`config.mk`:
```
export PLATFORM = sky130hd
export DESIGN_NAME = dma_desc_seq
export DESIGN_NICKNAME = d
export VERILOG_FILES = /design/src/rtl/dma_seq_pkg.sv /design/src/rtl/dma_addr_next.sv /design/src/rtl/dma_desc_fetch.sv /design/src/rtl/dma_desc_seq.sv
export SDC_FILE = /design/constraint.sdc
export NUM_CORES = 1
export LEC_CHECK = 0
export BUFFER_PORTS_ARGS = -buffer_cell sky130_fd_sc_hd__buf_2
export CORE_MARGIN = 2
export CORE_UTILIZATION = 35
export DETAILED_ROUTE_END_ITERATION = 10
export SYNTH_ARGS = -nofsm -noshare
export SYNTH_HDL_FRONTEND = slang
export SYNTH_HIERARCHICAL = 1
export SYNTH_SLANG_ARGS = --single-unit
```
`constraint.sdc`:
```
create_clock -name clk -period 5 [get_ports clk]
set_clock_uncertainty 0.1 [all_clocks]
set_input_delay 0.75 -clock clk [delete_from_list [all_inputs] [get_ports clk]]
set_output_delay 0.75 -clock clk [all_outputs]
set_load 0.05 [all_outputs]
```
`src/rtl/dma_seq_pkg.sv`:
```
package dma_seq_pkg;
    typedef enum logic [1:0] {
        RL_CONTIG = 2'd0,
        RL_AUTO   = 2'd1,
        RL_LIST   = 2'd2
    } reload_e;

    typedef enum logic [2:0] {
        SEQ_IDLE  = 3'd0,
        SEQ_XFER  = 3'd1,
        SEQ_FETCH = 3'd2,
        SEQ_LOAD  = 3'd3,
        SEQ_DONE  = 3'd4
    } seq_state_e;

    localparam int unsigned DESC_WORDS = 4;
    localparam int unsigned SEL_SRC = 0;
    localparam int unsigned SEL_DST = 1;
    localparam int unsigned SEL_NXT = 2;
    localparam int unsigned SEL_CTL = 3;
    localparam int unsigned SEL_CFG = 4;
endpackage

```
`src/rtl/dma_addr_next.sv`:
```
module dma_addr_next
    import dma_seq_pkg::*;
#(
    parameter int unsigned DW    = 32,
    parameter int unsigned LEN_W = 12
) (
    input  logic [1:0]       mode,
    input  logic [DW-1:0]    cur,
    input  logic [DW-1:0]    init,
    input  logic [DW-1:0]    fetched,
    input  logic [LEN_W-1:0] len,
    input  logic [1:0]       wcode,
    output logic [DW-1:0]    nxt
);
    logic [DW-1:0] step;

    always_comb begin
        step = DW'(len) << wcode;
        case (mode)
            RL_LIST: nxt = fetched;
            RL_AUTO: nxt = init;
            default: nxt = cur + step;
        endcase
    end
endmodule

```
`src/rtl/dma_desc_fetch.sv`:
```
module dma_desc_fetch
    import dma_seq_pkg::*;
#(
    parameter int unsigned DW = 32
) (
    input  logic                       clk,
    input  logic                       rst_n,
    input  logic                       go,
    input  logic [DW-1:0]              base,
    input  logic                       rd_valid,
    input  logic [DW-1:0]              rd_data,
    output logic                       rd_req,
    output logic [DW-1:0]              rd_addr,
    output logic                       last_beat,
    output logic [DESC_WORDS-1:0][DW-1:0] words
);
    localparam int unsigned IDX_W = $clog2(DESC_WORDS);

    logic [IDX_W-1:0] idx;

    always_ff @(posedge clk or negedge rst_n) begin
        if (!rst_n) begin
            idx <= '0;
        end else if (!go) begin
            idx <= '0;
        end else if (rd_valid) begin
            idx <= idx + 1'b1;
        end
    end

    for (genvar g = 0; g < DESC_WORDS; g++) begin : g_word
        always_ff @(posedge clk or negedge rst_n) begin
            if (!rst_n) begin
                words[g] <= '0;
            end else if (go && rd_valid && idx == IDX_W'(g)) begin
                words[g] <= rd_data;
            end
        end
    end

    always_comb begin
        rd_req    = go;
        rd_addr   = base + (DW'(idx) << 2);
        last_beat = go && rd_valid && (idx == IDX_W'(DESC_WORDS - 1));
    end
endmodule

```
`src/rtl/dma_desc_seq.sv`:
```
module dma_desc_seq
    import dma_seq_pkg::*;
#(
    parameter int unsigned DW    = 32,
    parameter int unsigned LEN_W = 12
) (
    input  logic          clk,
    input  logic          rst_n,
    input  logic          cfg_we,
    input  logic [2:0]    cfg_sel,
    input  logic [DW-1:0] cfg_wdata,
    input  logic          start,
    input  logic          blk_done,
    output logic          rd_req,
    output logic [DW-1:0] rd_addr,
    input  logic          rd_valid,
    input  logic [DW-1:0] rd_data,
    output logic [DW-1:0] blk_src,
    output logic [DW-1:0] blk_dst,
    output logic [DW-1:0] blk_ctl,
    output logic [DW-1:0] blk_next,
    output logic          blk_active,
    output logic          xfer_done
);
    localparam int unsigned WC_LSB = LEN_W;
    localparam int unsigned LAST_B = DW - 1;

    seq_state_e state, state_nx;

    logic [DW-1:0] cur_src, cur_dst, cur_ctl, cur_nxt;
    logic [DW-1:0] init_src, init_dst, init_ctl;
    logic [5:0]    mode_q;
    logic [1:0]    src_mode, dst_mode, ctl_mode;
    logic          uses_list, chain_end, last_beat;
    logic [DW-1:0] nx_src, nx_dst, nx_ctl;
    logic [DESC_WORDS-1:0][DW-1:0] dwords;

    assign src_mode  = mode_q[1:0];
    assign dst_mode  = mode_q[3:2];
    assign ctl_mode  = mode_q[5:4];
    assign uses_list = (src_mode == RL_LIST) || (dst_mode == RL_LIST) ||
                       (ctl_mode == RL_LIST);
    assign chain_end = cur_ctl[LAST_B] || (uses_list && cur_nxt == '0);

    dma_desc_fetch #(.DW(DW)) fetch_i (
        .clk       (clk),
        .rst_n     (rst_n),
        .go        (state == SEQ_FETCH),
        .base      (cur_nxt),
        .rd_valid  (rd_valid),
        .rd_data   (rd_data),
        .rd_req    (rd_req),
        .rd_addr   (rd_addr),
        .last_beat (last_beat),
        .words     (dwords)
    );

    dma_addr_next #(.DW(DW), .LEN_W(LEN_W)) src_next_i (
        .mode    (src_mode),
        .cur     (cur_src),
        .init    (init_src),
        .fetched (dwords[0]),
        .len     (cur_ctl[LEN_W-1:0]),
        .wcode   (cur_ctl[WC_LSB+1:WC_LSB]),
        .nxt     (nx_src)
    );

    dma_addr_next #(.DW(DW), .LEN_W(LEN_W)) dst_next_i (
        .mode    (dst_mode),
        .cur     (cur_dst),
        .init    (init_dst),
        .fetched (dwords[1]),
        .len     (cur_ctl[LEN_W-1:0]),
        .wcode   (cur_ctl[WC_LSB+1:WC_LSB]),
        .nxt     (nx_dst)
    );

    assign nx_ctl = (ctl_mode == RL_LIST) ? dwords[3] : init_ctl;

    // state register
    always_ff @(posedge clk or negedge rst_n) begin
        if (!rst_n) state <= SEQ_IDLE;
        else        state <= state_nx;
    end

    // transitions
    always_comb begin
        state_nx = state;
        unique case (state)
            SEQ_IDLE:  if (start) state_nx = SEQ_XFER;
            SEQ_XFER:  if (blk_done) begin
                           if (chain_end)      state_nx = SEQ_DONE;
                           else if (uses_list) state_nx = SEQ_FETCH;
                           else                state_nx = SEQ_LOAD;
                       end
            SEQ_FETCH: if (last_beat) state_nx = SEQ_LOAD;
            SEQ_LOAD:  state_nx = SEQ_XFER;
            SEQ_DONE:  state_nx = SEQ_IDLE;
            default:   state_nx = SEQ_IDLE;
        endcase
    end

    // outputs
    always_comb begin
        blk_active = (state == SEQ_XFER);
        xfer_done  = (state == SEQ_DONE);
        blk_src    = cur_src;
        blk_dst    = cur_dst;
        blk_ctl    = cur_ctl;
        blk_next   = cur_nxt;
    end

    // block parameter registers
    always_ff @(posedge clk or negedge rst_n) begin
        if (!rst_n) begin
            cur_src  <= '0;
            cur_dst  <= '0;
            cur_ctl  <= '0;
            cur_nxt  <= '0;
            init_src <= '0;
            init_dst <= '0;
            init_ctl <= '0;
            mode_q   <= '0;
        end else if (state == SEQ_IDLE) begin
            if (cfg_we) begin
                unique case (cfg_sel)
                    3'(SEL_SRC): cur_src <= cfg_wdata;
                    3'(SEL_DST): cur_dst <= cfg_wdata;
                    3'(SEL_NXT): cur_nxt <= cfg_wdata;
                    3'(SEL_CTL): cur_ctl <= cfg_wdata;
                    3'(SEL_CFG): mode_q  <= cfg_wdata[5:0];
                    default: ;
                endcase
            end
            if (start) begin
                init_src <= cur_src;
                init_dst <= cur_dst;
                init_ctl <= cur_ctl;
            end
        end else if (state == SEQ_LOAD) begin
            cur_src <= nx_src;
            cur_dst <= nx_dst;
            cur_ctl <= nx_ctl;
            if (uses_list) cur_nxt <= dwords[2];
        end
    end
endmodule

```
==> results of run 1 <==
[worst register-to-register path, cell delays in order, from the launching register on]
cell	delay [ps]
dfrtp_2	850
nor2b_1	110
a211oi_1	270
a21oi_1	70
ha_1	360
nand2_1	90
or3b_4	410
a2111oi_4	530
o221ai_2	390
a211oi_1	420
xnor2_1	170
a21oi_1	90
a21oi_1	150
a21oi_1	80
[registers in the layout (all words and copies together) (netlist names)]
name	cells
fetch_i/idx	2
mode_q	6
blk_next	32
init_ctl	32
init_src	32
blk_dst	32
blk_src	32
state	3
fetch_i/words	128
init_dst	32
blk_ctl	32
[cell families (layout without fill, tap and decap cells)]
logic type,Yosys count,count (layout),synth area share (%)
flops,363,363,46.71
compound gates,480,480,16.05
buf+inv,147,361,3.423
xor+xnor,81,81,3.648
fa+ha+maj,43,43,2.882
mux,295,295,17.26
simple gates,371,371,10.04
[how the worst min path moves through the flow]
stage,start,endpoint,slack (ps),cells past startpoint
after floorplan,rst_n,blk_ctl[0],350,0
after global placement,fetch_i/words[125],fetch_i/words[125],380,1
after detailed placement,fetch_i/words[114],fetch_i/words[114],390,1
after CTS,rst_n,fetch_i/words[98],220,1
after global routing,rst_n,fetch_i/words[98],250,1
final,rst_n,fetch_i/words[98],180,1
[cell usage after synthesis, types with 3 or more instances]
cell	number	area [um^2]
nor4_1	8	50.05
nand2b_1	5	31.28
nand3b_1	6	45.04
a21oi_1	256	1281
dfrtp_1	363	9084
a21o_1	15	112.6
a221oi_1	56	490.5
nor3_1	9	45.04
mux4_2	6	135.1
buf_4	8	60.06
and3_1	20	125.1
inv_1	22	82.58
xnor2_1	58	508.0
o21ai_0	37	185.2
o21ai_1	19	95.09
o221a_1	30	337.8
mux2i_1	27	270.3
mux2_2	262	2950
o21a_1	5	37.54
clkbuf_1	80	300.3
nor2_1	88	330.3
nand3_1	35	175.2
xor2_1	23	201.4
a22oi_1	8	60.06
ha_1	40	500.5
o21bai_1	10	75.07
nand4_1	19	118.9
buf_6	6	67.56
nor2b_1	15	93.84
nand2_1	74	277.8
and2_1	36	225.2
or3_1	36	225.2
buf_2	31	155.2
fa_1	3	60.06
nor3b_1	4	30.03
a211oi_1	20	150.1
[power groups by stage]
stage | Clock (mW) | Combinational, mW | Sequential (mW)
finish | 2.97 | 10.1 | 5.48
global route | 3.15 | 10.9 | 5.63
CTS | 3.03 | 10.1 | 5.45
detailed placement | 0 | 10.0 | 5.50
global placement | 0 | 9.86 | 5.42
floorplan | 0 | 6.11 | 6.57
[layer usage]
metal / up-vias / GRT usage (%) / share of wire [%]
met3: 96 / 4.644 / 7.0
met4: 4 / 6.780 / 2.7
met1: 7855 / 30.41 / 43
met2: 523 / 36.54 / 47
met5: - / 0 / 0.037
li1: 6929 / - / -
[area by class of cell]
type | count | share of cell area [%]
Timing Repair Buffer | 266 | 6.441
Clock buffer | 58 | 5.129
Tap cell | 748 | 4.139
Clock inverter | 15 | 0.6584
Sequential cell | 363 | 40.18
Multi-Input combinational cell | 1270 | 43.09
Inverter | 22 | 0.3652
==> flow_metrics.env, run 1 <==
export IMPL_path_clk_slew_ps=60
export IMPL_setup_ws_ps=785.1
export IMPL_die_h_um=239.7
export IMPL_syn2layout_area_growth_pct=16.28
export IMPL_setup_viol=0
export IMPL_numCtsBuffers=41
export IMPL_min_path_type="input port to async pin"
export IMPL_synth_cell_types=64
export IMPL_required_ps=5320
export IMPL_finalMaxSlewViolations=0
export IMPL_vdd_drop_max_uv=501.1
export IMPL_synth_seq_cells=363
export IMPL_setup_tns_ps=0
export IMPL_crit_family="compound AO/OA/AOI/OAI gates"
export IMPL_power_density_mw_per_mm2=820.5
export IMPL_synth_edf_count=0
export IMPL_yosysWarnings=6
export IMPL_r2r_cells=13
export IMPL_drc=0
export IMPL_fin_cells=2742
export IMPL_slowest_stage="dfrtp_2"
export IMPL_cts_resized=0
export IMPL_status="finished clean"
export IMPL_drtIter0Drc=1411
export IMPL_rr_endpoint="blk_src[29]"
export IMPL_drive_gt1_share_pct=31.64
export IMPL_p_switching_mw=9.188
export IMPL_finalPower_mw=18.55
export IMPL_power_leakage_nw=9.754
export IMPL_io_buffer_count=235
export IMPL_grt_setup_unrepaired="false"
export IMPL_worstPathCellList="nor2b_1 > a211oi_1 > a21oi_1 > ha_1 > nand2_1 > or3b_4 > a2111oi_4 > o221ai_2 > a211oi_1 > xnor2_1 > a21oi_1 > a21oi_1 > a21oi_1"
export IMPL_layout_nets=2080
export IMPL_vias_per_cell=5.619
export IMPL_layout_min_cycle_time_ps=4215
export IMPL_grt_usage_pct=22.58
export IMPL_cts_root_buf="clkbuf_16"
export IMPL_synthCells=1780
export IMPL_gp_congestion=0.8579
export IMPL_design_area_mm2=0.02261
export IMPL_dr_total_vias=15407
export IMPL_grt_overflow=0
export IMPL_intPower_mw=9.366
export IMPL_cts_sinks=363
export IMPL_start_kind="flop"
export IMPL_crit_path_max_fanout=34
export IMPL_placed_area_mm2=0.02130
export IMPL_ys_flop_type="dfrtp_1"
export IMPL_pre_cts_ws_ps=834.0
export IMPL_hold_viol=0
export IMPL_slowest_delay_ps=850
export IMPL_crit_start="blk_ctl[12]"
export IMPL_antenna_found_initial=2
export IMPL_wl_um=65500
export IMPL_hold_slack_ps=176.1
export IMPL_antenna_left=0
export IMPL_clock_tree_htree_level_count=2
export IMPL_first_global_vias=15172
export IMPL_worst_pin_slew_ps=1113
export IMPL_multi_input_area_mm2=0.009744
export IMPL_dr_pass1_iters=6
export IMPL_endpoint="blk_src[29]"
export IMPL_timing_rr_start="blk_ctl[12]"
export IMPL_final_util_pct=41.13
export IMPL_final_common_cell="dfrtp_1"
export IMPL_rrSetupSlack_ps=790
export IMPL_crit_cells=13
export IMPL_relSlewSlack_pct=25.81
export IMPL_worstSetupEndpointType="flop"
export IMPL_boundaryPins=236
export IMPL_drv_cap=0
export IMPL_max_freq_ghz=0.2373
export IMPL_p_comb_share_pct=54.4
export IMPL_die_w_um=239.7
export IMPL_async_reset_ff_share_pct=100.0
export IMPL_p_clk_share_pct=16.0
export IMPL_place_inst=2669
export IMPL_crit_type="flop to flop"
export IMPL_start_util_pct=35.37
export IMPL_core_mm2=0.05499
export IMPL_clk_path_buf_depth=3
export IMPL_switching_share_pct=49.52
export IMPL_clock_latency_ps=570
export IMPL_period_share_pct=84.30
export IMPL_cts_tree="done"
export IMPL_cp_num_buf_inv=0
export IMPL_synth_avg_cell_area_um2=10.93
export IMPL_fillers=5293
export IMPL_final_cell_mix="dfrtp_1, mux2_2, a21oi_1, buf_2, nor2_1"
export IMPL_dieArea_mm2=0.05747
export IMPL_synth_area_mm2=0.01945
export IMPL_ys_seq_area_share_pct=46.71
export IMPL_wl_per_cell_um=23.89
export IMPL_postCtsHoldBufs=0
export IMPL_post_cts_setup_buffers=0
export IMPL_cp_arrival_ps=4540
export IMPL_power_frac_seq_pct=29.5
export IMPL_grt_first_pass_wirelength_um=98450
export IMPL_synth_nets=1896
export IMPL_cpMostUsedCell="a21oi_1"
export IMPL_antennaDiodeCount=0
export IMPL_grt_max_degree=117
export IMPL_regArea_mm2=0.009085
export IMPL_num_rows=86
export IMPL_dp_hpwl_um=45280
No activity file was read; power rests on OpenSTA's default activity.
==> run 2: changes to the inputs <==
--- a/config.mk
+++ b/config.mk
@@ -5,6 +5,7 @@
 export SDC_FILE = /design/constraint.sdc
 export NUM_CORES = 1
 export LEC_CHECK = 0
+export ABC_AREA = 1
 export BUFFER_PORTS_ARGS = -buffer_cell sky130_fd_sc_hd__buf_2
 export CORE_MARGIN = 2
 export CORE_UTILIZATION = 35
==> constraint.sdc (replaced) <==
create_clock -name clk -period 4.09 [get_ports clk]
set_clock_uncertainty 0.1 [all_clocks]
set_input_delay 0.6135 -clock clk [delete_from_list [all_inputs] [get_ports clk]]
set_output_delay 0.6135 -clock clk [all_outputs]
set_load 0.05 [all_outputs]
==> run 2 against run 1 <==
  * Register-to-register slack got worse by 330 ps
  * Critical path depth increased by 1
  * Highest routed layer is now met4
  * Sequential cell count unchanged
  * Largest cell class unchanged
==> flow_metrics.env, run 2 <==
export IMPL_fillers=6371
export IMPL_drtIter0Drc=1666
export IMPL_crit_path_max_fanout=21
export IMPL_setup_tns_ps=0
export IMPL_timing_rr_start="blk_ctl[12]"
export IMPL_min_path_type="input port to flop"
export IMPL_dr_pass1_iters=5
export IMPL_clk_path_buf_depth=3
export IMPL_intPower_mw=10.74
export IMPL_placed_area_mm2=0.02306
export IMPL_wl_met2_um=33630
export IMPL_ys_flop_type="dfrtp_1"
export IMPL_layout_nets=3150
export IMPL_crit_start="blk_ctl[12]"
export IMPL_cp_arrival_ps=4040
export IMPL_r2r_cells=14
export IMPL_setup_viol=0
export IMPL_status="finished clean"
export IMPL_synth_seq_cells=363
export IMPL_max_freq_ghz=0.2751
export IMPL_wl_per_cell_um=19.37
export IMPL_grt_first_pass_wirelength_um=112800
export IMPL_synth_cell_types=46
export IMPL_drc=0
export IMPL_num_rows=90
export IMPL_cts_sinks=363
export IMPL_dr_total_vias=19442
export IMPL_finalMaxSlewViolations=0
export IMPL_p_clk_share_pct=16.1
export IMPL_boundaryPins=236
export IMPL_antennaDiodeCount=0
export IMPL_relSlewSlack_pct=22.76
export IMPL_grt_overflow=0
export IMPL_gp_congestion=0.9426
export IMPL_dp_hpwl_um=54010
export IMPL_synth_most_common_cell="nand2_1"
export IMPL_wl_met1_um=33030
export IMPL_power_frac_seq_pct=28.1
export IMPL_period_share_pct=88.89
export IMPL_die_h_um=250.2
export IMPL_final_cell_mix="nand2_1, dfrtp_1, o21ai_0, inv_1, buf_2"
export IMPL_grt_max_degree=90
export IMPL_synthTopCellsByArea="dfrtp_1, nand2_1, o21ai_0"
export IMPL_drive_gt1_share_pct=14.86
export IMPL_core_mm2=0.06013
export IMPL_power_leakage_nw=12.76
export IMPL_vias_per_cell=5.059
export IMPL_drv_cap=0
export IMPL_die_w_um=250.2
export IMPL_p_comb_share_pct=55.8
export IMPL_cts_root_buf="clkbuf_16"
export IMPL_hold_start="cfg_wdata[4]"
export IMPL_synth_avg_cell_area_um2=7.439
export IMPL_grt_usage_pct=23.57
export IMPL_layout_min_cycle_time_ps=3635
export IMPL_dieArea_mm2=0.06262
export IMPL_crit_type="flop to flop"
export IMPL_clock_latency_ps=570
export IMPL_largest_register="fetch_i/words"
export IMPL_grt_setup_unrepaired="false"
export IMPL_start_kind="flop"
export IMPL_switching_share_pct=53.01
export IMPL_synthCells=2853
export IMPL_largest_reg_flops=128
export IMPL_first_global_vias=18118
export IMPL_yosys_area_top_type="dfrtp_1"
export IMPL_synth_area_mm2=0.02122
export IMPL_path_clk_slew_ps=60
export IMPL_ys_seq_area_share_pct=42.80
export IMPL_wl_um=74440
export IMPL_antenna_found_initial=1
export IMPL_whs_path_depth=2
export IMPL_synth_edf_count=0
export IMPL_async_reset_ff_share_pct=100.0
export IMPL_vdd_drop_max_uv=503.3
export IMPL_final_common_cell="nand2_1"
export IMPL_syn2layout_area_growth_pct=14.90
export IMPL_synth_top_area_share_pct=42.80
export IMPL_numCtsBuffers=41
export IMPL_post_cts_setup_buffers=0
export IMPL_start_util_pct=35.29
export IMPL_antenna_left=0
export IMPL_synth_nets=2969
export IMPL_p_switching_mw=12.11
export IMPL_io_buffer_count=235
export IMPL_top_layer="met4"
export IMPL_ys_top_cells_by_count="nand2_1, dfrtp_1, o21ai_0"
export IMPL_hold_viol=0
export IMPL_design_area_mm2=0.02438
export IMPL_yosysWarnings=6
export IMPL_worst_pin_slew_ps=1155
export IMPL_cts_tree="done"
export IMPL_wl_met3_um=4907
export IMPL_required_ps=4500
export IMPL_power_density_mw_per_mm2=936.9
export IMPL_clock_tree_htree_level_count=2
export IMPL_worstSetupEndpointType="flop"
==> run 2: cells by family (layout without fill, tap and decap cells) <==
logic type | after synthesis | in the layout | share of synthesized area [%]
buffers and inverters | 443 | 651 | 8.378
adders and majority gates | 43 | 43 | 2.641
and+or+nand+nor | 1357 | 1357 | 26.49
xor gates and xnor gates | 26 | 26 | 1.073
AOI/OAI and AO/OA | 539 | 539 | 14.46
DFF | 363 | 363 | 42.80
muxes | 82 | 82 | 4.162
==> run 2: power by group through the flow <==
stage               Clock, mW  Combinational [mW]  Sequential [mW]
finish                   3.68                12.7             6.42
global route             3.90                14.1             6.61
CTS                      3.75                12.8             6.44
detailed placement          0                12.7             6.49
global placement            0                12.6             6.47
floorplan                   0                7.84             7.61
==> run 2: critical path: stages, from the launching register on <==
cell and delay [ps]:
dfrtp_1 920, buf_4 380, mux2i_1 250, o21ai_0 130
ha_1 410, a21oi_1 120, o21bai_1 290, a21oi_1 90
nand2_2 130, xor2_1 250, nand2_1 90, nand2_1 70
nand2_1 50, a21oi_1 180, a21o_1 110
==> run 2: area by class of cell <==
type	instances	area, um^2	share of cell area, %
inverter	321	1205	4.941
multi-input combinational	2047	10380	42.57
tap	782	978.4	4.013
clock inverter	9	86.33	0.3540
timing repair buffer	260	1426	5.849
sequential	363	9084	37.25
clock buffer	61	1224	5.018
==> run 2: per-stage QoR <==
| stage | hold WS [ps] | worst slack (ps) | total power [mW] | util (%) | cells |
|---|---|---|---|---|---|
| 2_1_floorplan | 217.9 | 954.6 | 15.45 | - | 2853 |
| 6_report | 223.3 | 454.5 | 22.85 | 40.55 | 3843 |
| 3_3_place_gp | 360.0 | 551.5 | 19.09 | 38.36 | 3772 |
| 4_1_cts | 196.1 | 469.1 | 22.95 | 40.55 | 3843 |
| 5_1_grt | 215.0 | 143.2 | 24.57 | 40.55 | 3843 |
| 3_5_place_dp | 367.4 | 487.0 | 19.20 | 38.36 | 3772 |
==> run 2: worst paths after layout <==
| kind | endpoint | slack (ps) |
|---|---|---|
| worst max-delay path | blk_src[15] | 450 |
| worst min-delay path | mode_q[4] | 220 |
| worst max register to register | blk_src[15] | 450 |
| worst min register to register | init_ctl[22] | 380 |
| max in group asynchronous | fetch_i/words[87] | 2500 |
| min in group asynchronous | init_ctl[1] | 480 |
==> run 2: timing repair <==
action,4_1_cts,5_1_grt
endpoints found under the hold margin,54,0
hold buffers,1,0
resized for setup,0,0
==> run 2: per-layer routing <==
| layer | vias to the layer above | global-route usage, % |
|---|---|---|
| met2 | 647 | 37.71 |
| met1 | 9167 | 31.71 |
| met4 | 0 | 9.033 |
| met3 | 120 | 4.292 |
| li1 | 9508 | - |
| met5 | - | 0 |
